`src/rtl/pwdr_pkg.sv`:
```
package pwdr_pkg;
  localparam int HOST_DW = 32;
  localparam int HOST_BE = HOST_DW / 8;

  typedef enum logic [1:0] {
    RD_FREE = 2'd0,
    RD_WAIT = 2'd1,
    RD_HELD = 2'd2
  } rd_state_e;

  typedef struct packed {
    logic               we;
    logic [HOST_DW-1:0] off;
    logic [HOST_BE-1:0] be;
    logic [HOST_DW-1:0] wdata;
  } job_t;
endpackage

```
`src/rtl/pwdr_win_dec.sv`:
```
module pwdr_win_dec
  import pwdr_pkg::*;
(
  input  logic [HOST_DW-1:0] base_i,
  input  logic [4:0]         log2_i,
  input  logic [HOST_DW-1:0] addr_i,
  output logic               hit_o,
  output logic [HOST_DW-1:0] off_o
);
  logic [HOST_DW-1:0] mask_lo;

  always_comb begin
    mask_lo = (HOST_DW'(1) << log2_i) - HOST_DW'(1);
    hit_o   = ((addr_i ^ base_i) & ~mask_lo) == '0;
    off_o   = addr_i & mask_lo & ~HOST_DW'(HOST_BE - 1);
  end
endmodule

```
`src/rtl/pwdr_lane_eng.sv`:
```
module pwdr_lane_eng
  import pwdr_pkg::*;
#(
  parameter int LB_DW = 16,
  parameter int LB_AW = 16
) (
  input  logic               clk,
  input  logic               rst,
  input  logic               start_i,
  input  job_t               job_i,
  output logic               busy_o,
  output logic               fin_o,
  output logic [HOST_DW-1:0] rdata_o,
  output logic               lb_req_o,
  output logic               lb_we_o,
  output logic [LB_AW-1:0]   lb_addr_o,
  output logic [LB_DW-1:0]   lb_wdata_o,
  output logic [LB_DW/8-1:0] lb_strb_o,
  input  logic               lb_done_i,
  input  logic [LB_DW-1:0]   lb_rdata_i
);
  localparam int LBB    = LB_DW / 8;
  localparam int GROUPS = HOST_DW / LB_DW;
  localparam int GW     = (GROUPS > 1) ? $clog2(GROUPS) : 1;

  job_t              job_q;
  logic [GROUPS-1:0] pend_q;
  logic [GROUPS-1:0] grp_en;
  logic [GW-1:0]     nxt_g;
  logic [GW-1:0]     cur_q;
  logic [LB_AW-1:0]  base_off;

  for (genvar g = 0; g < GROUPS; g++) begin : g_grp
    assign grp_en[g] = |job_i.be[g*LBB +: LBB];
  end

  always_comb begin
    nxt_g = '0;
    for (int g = GROUPS - 1; g >= 0; g--) begin
      if (pend_q[g]) nxt_g = GW'(g);
    end
  end

  assign base_off = job_q.off[LB_AW-1:0];

  always_ff @(posedge clk) begin
    if (rst) begin
      job_q      <= '0;
      pend_q     <= '0;
      cur_q      <= '0;
      busy_o     <= 1'b0;
      fin_o      <= 1'b0;
      rdata_o    <= '0;
      lb_req_o   <= 1'b0;
      lb_we_o    <= 1'b0;
      lb_addr_o  <= '0;
      lb_wdata_o <= '0;
      lb_strb_o  <= '0;
    end else begin
      fin_o <= 1'b0;
      if (start_i) begin
        job_q    <= job_i;
        pend_q   <= grp_en;
        busy_o   <= 1'b1;
        lb_req_o <= 1'b0;
        rdata_o  <= '0;
      end else if (busy_o) begin
        if (lb_req_o) begin
          if (lb_done_i) begin
            lb_req_o <= 1'b0;
            if (!job_q.we) begin
              for (int b = 0; b < LBB; b++) begin
                rdata_o[(int'(cur_q)*LBB + b)*8 +: 8] <=
                  lb_strb_o[b] ? lb_rdata_i[b*8 +: 8] : 8'h00;
              end
            end
          end
        end else if (|pend_q) begin
          lb_req_o      <= 1'b1;
          lb_we_o       <= job_q.we;
          lb_addr_o     <= base_off + LB_AW'(int'(nxt_g) * LBB);
          lb_wdata_o    <= job_q.wdata[int'(nxt_g)*LB_DW +: LB_DW];
          lb_strb_o     <= job_q.be[int'(nxt_g)*LBB +: LBB];
          pend_q[nxt_g] <= 1'b0;
          cur_q         <= nxt_g;
        end else begin
          busy_o <= 1'b0;
          fin_o  <= 1'b1;
        end
      end
    end
  end
endmodule

```
`src/rtl/pwdr_txn_ctl.sv`:
```
module pwdr_txn_ctl
  import pwdr_pkg::*;
(
  input  logic               clk,
  input  logic               rst,
  input  logic               hq_valid,
  input  logic               hq_write,
  input  logic [HOST_DW-1:0] hq_addr,
  input  logic [HOST_BE-1:0] hq_be,
  input  logic [HOST_DW-1:0] hq_wdata,
  input  logic               hit_i,
  input  logic [HOST_DW-1:0] off_i,
  input  logic               eng_busy_i,
  input  logic               eng_fin_i,
  input  logic [HOST_DW-1:0] eng_rdata_i,
  output logic               start_o,
  output job_t               job_o,
  output logic               hs_ack,
  output logic               hs_retry,
  output logic [HOST_DW-1:0] hs_rdata,
  output logic [HOST_BE-1:0] hs_lanes
);
  rd_state_e          rd_st;
  logic [HOST_DW-3:0] rd_word;
  logic [HOST_BE-1:0] rd_be;
  logic [HOST_DW-1:0] rd_data;
  logic               is_match;
  logic               ack_n;
  logic               retry_n;
  logic               take;
  logic               give;

  assign is_match = (rd_word == hq_addr[HOST_DW-1:2]) && (rd_be == hq_be);

  always_comb begin
    start_o = 1'b0;
    ack_n   = 1'b0;
    retry_n = 1'b0;
    take    = 1'b0;
    give    = 1'b0;
    job_o   = '{we: hq_write, off: off_i, be: hq_be, wdata: hq_wdata};
    if (hq_valid && hit_i) begin
      if (hq_write) begin
        if (!eng_busy_i && rd_st == RD_FREE) begin
          ack_n   = 1'b1;
          start_o = 1'b1;
        end else begin
          retry_n = 1'b1;
        end
      end else begin
        case (rd_st)
          RD_FREE: begin
            retry_n = 1'b1;
            if (!eng_busy_i) begin
              start_o = 1'b1;
              take    = 1'b1;
            end
          end
          RD_HELD: begin
            if (is_match) begin
              ack_n = 1'b1;
              give  = 1'b1;
            end else begin
              retry_n = 1'b1;
            end
          end
          default: retry_n = 1'b1;
        endcase
      end
    end
  end

  always_ff @(posedge clk) begin
    if (rst) begin
      rd_st    <= RD_FREE;
      rd_word  <= '0;
      rd_be    <= '0;
      rd_data  <= '0;
      hs_ack   <= 1'b0;
      hs_retry <= 1'b0;
      hs_rdata <= '0;
      hs_lanes <= '0;
    end else begin
      hs_ack   <= ack_n;
      hs_retry <= retry_n;
      hs_rdata <= give ? rd_data : '0;
      hs_lanes <= give ? rd_be : '0;
      if (take) begin
        rd_st   <= RD_WAIT;
        rd_word <= hq_addr[HOST_DW-1:2];
        rd_be   <= hq_be;
      end else if (rd_st == RD_WAIT && eng_fin_i) begin
        rd_st   <= RD_HELD;
        rd_data <= eng_rdata_i;
      end else if (give) begin
        rd_st <= RD_FREE;
      end
    end
  end
endmodule

```
`src/rtl/pwdr_target.sv`:
```
module pwdr_target
  import pwdr_pkg::*;
#(
  parameter int LB_DW = 16,
  parameter int LB_AW = 16
) (
  input  logic               clk,
  input  logic               rst,
  input  logic [31:0]        win_base,
  input  logic [4:0]         win_log2,
  input  logic               hq_valid,
  input  logic               hq_write,
  input  logic [31:0]        hq_addr,
  input  logic [3:0]         hq_be,
  input  logic [31:0]        hq_wdata,
  output logic               hs_ack,
  output logic               hs_retry,
  output logic [31:0]        hs_rdata,
  output logic [3:0]         hs_lanes,
  output logic               lb_req,
  output logic               lb_we,
  output logic [LB_AW-1:0]   lb_addr,
  output logic [LB_DW-1:0]   lb_wdata,
  output logic [LB_DW/8-1:0] lb_strb,
  input  logic               lb_done,
  input  logic [LB_DW-1:0]   lb_rdata
);
  logic               hit;
  logic [HOST_DW-1:0] off;
  logic               start;
  job_t               job;
  logic               eng_busy;
  logic               eng_fin;
  logic [HOST_DW-1:0] eng_rdata;

  pwdr_win_dec u_dec (
    .base_i (win_base),
    .log2_i (win_log2),
    .addr_i (hq_addr),
    .hit_o  (hit),
    .off_o  (off)
  );

  pwdr_txn_ctl u_ctl (
    .clk         (clk),
    .rst         (rst),
    .hq_valid    (hq_valid),
    .hq_write    (hq_write),
    .hq_addr     (hq_addr),
    .hq_be       (hq_be),
    .hq_wdata    (hq_wdata),
    .hit_i       (hit),
    .off_i       (off),
    .eng_busy_i  (eng_busy),
    .eng_fin_i   (eng_fin),
    .eng_rdata_i (eng_rdata),
    .start_o     (start),
    .job_o       (job),
    .hs_ack      (hs_ack),
    .hs_retry    (hs_retry),
    .hs_rdata    (hs_rdata),
    .hs_lanes    (hs_lanes)
  );

  pwdr_lane_eng #(.LB_DW(LB_DW), .LB_AW(LB_AW)) u_eng (
    .clk        (clk),
    .rst        (rst),
    .start_i    (start),
    .job_i      (job),
    .busy_o     (eng_busy),
    .fin_o      (eng_fin),
    .rdata_o    (eng_rdata),
    .lb_req_o   (lb_req),
    .lb_we_o    (lb_we),
    .lb_addr_o  (lb_addr),
    .lb_wdata_o (lb_wdata),
    .lb_strb_o  (lb_strb),
    .lb_done_i  (lb_done),
    .lb_rdata_i (lb_rdata)
  );
endmodule

```
`config.mk`:
```
export PLATFORM = sky130hd
export DESIGN_NAME = pwdr_target
export DESIGN_NICKNAME = d
export VERILOG_FILES = /design/src/rtl/pwdr_pkg.sv /design/src/rtl/pwdr_win_dec.sv /design/src/rtl/pwdr_lane_eng.sv /design/src/rtl/pwdr_txn_ctl.sv /design/src/rtl/pwdr_target.sv
export SDC_FILE = /design/constraint.sdc
export NUM_CORES = 1
export LEC_CHECK = 0
export BUFFER_PORTS_ARGS = -buffer_cell sky130_fd_sc_hd__clkbuf_2
export CAP_MARGIN = 20
export CORE_UTILIZATION = 50
export DETAILED_ROUTE_END_ITERATION = 7
export PLACE_DENSITY_LB_ADDON = 0.12
export SYNTH_ARGS = -nofsm -noshare
export SYNTH_HDL_FRONTEND = slang
export SYNTH_HIERARCHICAL = 1
export SYNTH_SLANG_ARGS = --single-unit
```
`constraint.sdc`:
```
create_clock -name clk -period 4.06 [get_ports clk]
set_input_delay 0.203 -clock clk [delete_from_list [all_inputs] [get_ports clk]]
set_output_delay 0.203 -clock clk [all_outputs]
set_load 0.03 [all_outputs]
```
==> impl_results.md, run 1 <==
- Synth Warn #: 6
- Mapped Area: ~10000 µm²
- Placed Cells: 1540
- Hold Path Stages: 3
- Area grow syn2layout: 22.0%
- Clk sinks: 232
- Drt first pass iters: 6
- Clk slew on worst S/H paths: 0.06 ns
- Largest net degree at the start of global routing: 117
- Final Hold Viols: 0
- Hold path start: hq_addr[5]
- Worst Reg2Reg Path Length in Cells: 5
- Die area: 21400 µm²
- Post-route cell area: 12700 µm²
- Layout Skew: approximately 0.011 ns
- Place WS: a little under 0.2 ns
- Setup TNS: 0 ns
- Total CTS buffers: 25
- DP Area: about 11000 µm²
- Antenna viol nets, final: 0
- First-pass GRT wire length: 41100 µm
- Worst Tran Pin Value: 1.08 ns
- H-tree level count: 1
- FF-to-FF setup slack: 1.93 ns
- Post-Syn Instances: 1187
- IO Pins: 200
- Peak Freq: 297 MHz
- Via count: 8511
- Drt via density: 5.15
- CTS tree: yes
- Final setup margin: 0.690 ns
- VDD IR max: 0.225 mV
- Final setup vio count: 0
- Nature of the critical path endpoint: flip-flop
- PD cells: 371 nW/µm²
- Final period utilization: 0.830
- Number of setup buffers added after CTS: 0
- Worst Hold End: u_ctl/rd_word[3]
- CP required: 4.44 ns
- Die Ht: 146 µm
- Synthesized area per cell: 8.75 µm²
- Crit-path max FO: 21
- Worst slew margin: 0.275
- Post_cts resized: 0
- Drc violations: 0
- Later-pin clock latency in the skew report: between 0.5 and 0.6 ns
- Critical path arrival: 3.75 ns
- Clock Path Buffers: 3
- HP Class: in -> reg
- Vias in the first global route: 7953
- HPWL after detailed placement: 17200 µm
- Post-Layout Cell Count: between 1500 and 2000
- Grt ovf: 0
- Row cnt: 52
- Final wirelength: 26000 µm
- Reg-to-reg endpoint: u_ctl/rd_st[1]
- P_leak: 4.77 nW
- CORE AREA: about 20000 µm²
- Hold buffer count at cts: 72
- Cell chosen for the clock root: clkbuf_16
- Maxcap violations: 0
- Final nets: 1497
- Post-layout min period: 3.37 ns
- Total GRT Usage: 0.238
- Status: finished, final reports clean
- RSZ-0062 raised after global routing: no
- Crit path from: win_log2[3]
- Critical path type: in -> reg
- DR iter-0 viols: 594
- GP Congestion: 0.912
- Fin. max-slew vios: 0
- Initial antenna violation count: 0
- Die W: about 150 µm
- Share of layout cells above drive strength 1: 0.205
- Number of port buffers: 199
- Crit start category: input pin
- Final core occ: 0.624
- Drt wl/cell: 15.7 µm
- Critical register-to-register path startpoint: u_ctl/rd_word[28]
- Initial Util: 0.512
- Diodes inserted: 0
## cells in the final DEF, fill, tap and decap left out, types with 4 or more instances in the layout
master and n:
inv_1 7, nor3_1 10, xnor2_1 33, a21oi_1 115, a211oi_2 5, clkbuf_1 7, nand3_1 44, nand2_1 180
xor2_1 49, buf_12 9, nand4_1 4, dlygate4sd3_1 72, o21ai_0 21, o211ai_1 6, nor3b_1 4, a211oi_1 30
nor2b_1 7, and2_1 43, nor4_1 11, nor4_2 7, clkbuf_8 5, dfxtp_1 232, nor2_1 104, clkbuf_16 25
clkbuf_2 198, mux2i_1 75, buf_4 14
## registers in the layout (all words and copies together), names as in the netlist
| register | count |
|---|---|
| u_eng/job_q | 37 |
| u_ctl/hs_rdata | 32 |
| u_ctl/rd_data | 32 |
| u_eng/rdata_o | 32 |
| u_ctl/rd_word | 30 |
| u_eng/base_off | 16 |
| u_eng/lb_addr_o | 16 |
| u_eng/lb_wdata_o | 16 |
| u_ctl/hs_lanes | 4 |
| u_ctl/rd_be | 4 |
| u_ctl/rd_st | 2 |
| u_eng/lb_strb_o | 2 |
| u_eng/pend_q | 2 |
| u_ctl/hs_ack | 1 |
| u_ctl/hs_retry | 1 |
| u_eng/busy_o | 1 |
| u_eng/cur_q | 1 |
| u_eng/fin_o | 1 |
| u_eng/lb_req_o | 1 |
| u_eng/lb_we_o | 1 |
## power by group
| part | internal, mW | switching, mW | leakage, nW |
|---|---|---|---|
| Combinational | 0.157 | 0.184 | 2.53 |
| Clock | 1.22 | 0.872 | 0.368 |
| Sequential | 2.28 | 0.0000311 | 1.87 |
## per-layer routing
| metal | vias to the layer above | share of wire | GRT usage |
|---|---|---|---|
| met1 | 3926 | 0.44 | 0.305 |
| met2 | 239 | 0.49 | 0.413 |
| met5 | - | 0 | 0 |
| li1 | 4304 | - | - |
| met4 | 0 | 0.026 | 0.0750 |
| met3 | 42 | 0.047 | 0.0316 |
## per-stage QoR
step / power, mW / hold slack (ns)
after floorplan: 2.50 / 0.339
after global placement: 2.61 / 0.435
after detailed placement: 2.61 / 0.439
after CTS: 4.75 / 0.000547
after global routing: 4.87 / 0.0191
final: 4.70 / 0.0177
## cell type report
| class | instances | area (µm²) |
|---|---|---|
| clock buffers | 37 | 721 |
| inverters | 7 | 26.3 |
| fillers | 1813 | 7630 |
| multi-input cells | 810 | 4920 |
| well taps | 270 | 338 |
| repair buffers | 293 | 2000 |
| flip-flops and latches | 232 | 4640 |
| clock inverters | 4 | 23.8 |
## worst max-delay path by stage
stage	to	slack, ns	cells past startpoint
4_1_cts	u_ctl/hs_rdata[3]	0.71	17
3_3_place_gp	u_eng/job_q[22]	0.27	17
5_1_grt	u_eng/job_q[24]	0.34	17
2_1_floorplan	u_eng/job_q[14]	0.22	18
6_report	u_eng/job_q[9]	0.69	17
3_5_place_dp	u_ctl/hs_rdata[3]	0.20	17
## worst max-delay path, cell delays in order
cell       delay (ns)
clkbuf_2         0.10
nor4_2           0.06
nand2b_1         0.09
ha_1             0.39
buf_12           0.21
and2_0           0.39
o21ai_0          0.19
nand3_1          0.12
o2111ai_1        0.11
or4_1            0.50
nor4_2           0.31
nand2_1          0.16
nor2b_4          0.27
buf_12           0.19
buf_4            0.20
mux2i_1          0.20
nor2_1           0.05
No activity file was read; power rests on OpenSTA's default activity.
==> inputs of run 2 (changes only) <==
- clock period: 4.06 -> 2.7 ns (I/O delays scaled with it)
==> run 2 against run 1 <==
  * The run now ends with setup timing left
  * Design area rose by 14%
  * Critical path depth rose by 2
  * Final cell count rose by 6.2%
  * Count of clock-buffer cells in the layout fell by 2
  * Critical endpoint unchanged
  * Largest cell class unchanged
==> impl_results.md, run 2 (synthesized netlist as in run 1, its figures left out) <==
- Clk sinks: 232 (unchanged)
- Drc violations: 0 (unchanged)
- Final period utilization: 1.09
- Maxcap violations: 0 (unchanged)
- Peak Freq: around 340 MHz
- PD cells: 513 nW/µm² (+38%)
- DR iter-0 viols: 549 (-7.6%)
- Status: complete, but fails checks
- Initial antenna violation count: 0 (unchanged)
- Largest net degree at the start of global routing: 116 (-0.85%)
- VDD IR max: 0.350 mV (+55%)
- Power Internal: 5.74 mW (+57%)
- Final Hold Viols: 0 (unchanged)
- Sw Ratio: 0.225 (+0.000330)
- Fillers: 1580 (-13%)
- Critical path arrival: 3.33 ns (-0.42 ns)
- Violated checks: setup timing
- GP Congestion: 0.931 (+2.0%)
- Total GRT Usage: 0.262 (+0.0242)
- Combinational share of power: 0.080 (+0.008)
- Layout Skew: 0.0188 ns (+0.00815 ns)
- Worst Tran Pin Value: 0.671 ns (-0.411 ns)
- Die area: 21400 µm² (unchanged)
- Cell Chain, Critical Path: buf_8, nor4_4, nand2b_1, ha_4, buf_6, nor3b_2, a21oi_1, o21ai_1, o2111ai_1, or4_4, nor4_4, nand2_2, nor2b_4, buf_12, buf_12, buf_12, clkbuf_16, mux2i_1, nor2_1
- Later-pin clock latency in the skew report: 0.52 ns (about the same)
- HP Class: in -> reg
- Commonest non-fill, non-tap cell in the layout: dfxtp_1
- Die Ht: 146 µm (unchanged)
- Fin. max-slew vios: 0 (unchanged)
- Fraction of power consumed by sequential logic: 0.462 (-0.022)
- P_leak: 5.56 nW (+17%)
- Final nets: 1596 (+6.6%)
- CORE AREA: 20300 µm² (unchanged)
- Clock Path Buffers: 3 (unchanged)
- Worst slew margin: 0.552 (+0.277)
- Post-layout min period: 2.94 ns
- CP peak stage delay: 0.55 ns (+0.05 ns)
- Share of layout cells above drive strength 1: 0.313 (+0.109)
- Total CTS buffers: 24 (-4.0%)
- Clk slew on worst S/H paths: 0.06 ns (about the same)
- Grt ovf: 0 (unchanged)
- Row cnt: 52 (unchanged)
- Final setup vio count: 197 (+197)
- HPWL after detailed placement: 17600 µm (+2.0%)
- IO Pins: 200 (unchanged)
- Max reg flops: 37 (unchanged)
- Crit-path max FO: 8 (-62%)
- Via count: 9102 (+6.9%)
- Area grow syn2layout: 38.8%
- CP required: 3.08 ns (-1.36 ns)
- Final wirelength: 29400 µm (+13%)
- Diodes inserted: 0 (unchanged)
- Final setup margin: -0.240 ns (-0.931 ns)
- Drt first pass iters: 5 (-1)
- CTS tree: yes
- First-pass GRT wire length: 45200 µm (+9.9%)
- Drt wl/cell: 16.7 µm (+6.5%)
- Cell chosen for the clock root: clkbuf_16
- Nature of the critical path endpoint: flip-flop
- Number of port buffers: 199 (unchanged)
- Die W: 146 µm (unchanged)
- H-tree level count: 1 (unchanged)
- Hold_ws: 0.00968 ns (-0.00805 ns)
- Psw: 1.66 mW (+58%)
- Top reg by flops: u_eng/job_q
- Critical path type: in -> reg
- RSZ-0062 raised after global routing: yes
- Critical Path Most Common Cell: buf_12
- Drt via density: 5.19 (+0.73%)
- Clock power share: 0.458 (+0.014)
- Vias in the first global route: 8835 (+11%)
- Slowest-stage cell, CP: or4_4
- Initial Util: 0.512 (unchanged)
- Crit start category: input pin
- Commonest non-fill, non-tap cells in the layout: dfxtp_1, clkbuf_2, nand2_1, a21oi_1, nor2_1
- Antenna viol nets, final: 0 (unchanged)
- PnR Total Power: 7.40 mW (+57%)
run 2: cell count changes in the layout (fill, tap and decap cells not counted), moves of 15 or more:
cell,before,now
nor2_2,0,15
buf_16,0,15
buf_6,0,17
buf_4,14,67
nor2_1,104,77
run 2: power by group through the flow:
stage	Combinational, mW	Sequential [mW]	Clock [mW]
floorplan	0.281	3.50	0
global placement	0.466	3.50	0
detailed placement	0.463	3.50	0
CTS	0.586	3.42	3.43
global route	0.628	3.42	3.58
finish	0.589	3.42	3.39
run 2: worst paths after layout:
kind         cells past startpoint  slack (ns)               from                  to
max reg2reg                      7        0.48  u_ctl/rd_word[26]  u_ctl/hs_rdata[27]
min                              4        0.01        hq_addr[29]   u_ctl/rd_word[27]
min reg2reg                      2        0.45  u_eng/rdata_o[17]   u_ctl/rd_data[17]
max                             19       -0.24        win_log2[1]      u_eng/job_q[9]
run 2: cell type report:
type / count / area, µm² / area share
inverters: 7 / 26.3 / 0.00182
flip-flops and latches: 232 / 4640 / 0.322
repair buffers: 393 / 3320 / 0.230
clock inverters: 8 / 101 / 0.00703
clock buffers: 35 / 713 / 0.0495
multi-input cells: 810 / 5280 / 0.366
well taps: 270 / 338 / 0.0234
run 2: per-stage QoR:
stage          area, µm²  TNS (ns)  setup slack, ns  cells  utilization
6_report           14400    -30.77           -0.240   1755        0.710
5_1_grt            14400    -78.81           -0.483   1755        0.710
4_1_cts            14200    -23.15           -0.224   1745        0.698
3_5_place_dp       11600   -163.51           -0.904   1588        0.571
3_3_place_gp       11600   -138.09           -0.748   1588        0.571
2_1_floorplan      10600    -73.79           -0.479   1188            -
run 2: critical path: cells and delay by family:
| kind | cells | cell delay (ns) |
|---|---|---|
| and+or+nand+nor | 8 | 1.66 |
| adders and majority gates | 1 | 0.22 |
| muxes | 1 | 0.18 |
| buffers and inverters | 6 | 0.79 |
| AOI/OAI and AO/OA | 3 | 0.33 |
run 2: timing repair:
item | CTS | global route
buffers inserted | 24 | 10
gates cloned | 18 | 7
gates resized for setup | 91 | 61
endpoints found under the hold margin | 94 | 0
hold buffers | 72 | 0
endpoints found under the setup margin | 197 | 198
pin swaps | 9 | 13
run 2: layer usage:
metal / vias to the layer above / routed length, µm / part of all wire / track usage
met1: 4226 / 12500 / 0.43 / 0.328
met2: 299 / 14500 / 0.49 / 0.462
met5: - / 0 / 0 / 0
met4: 0 / 931 / 0.032 / 0.0969
met3: 59 / 1420 / 0.048 / 0.0294
li1: 4518 / - / - / -
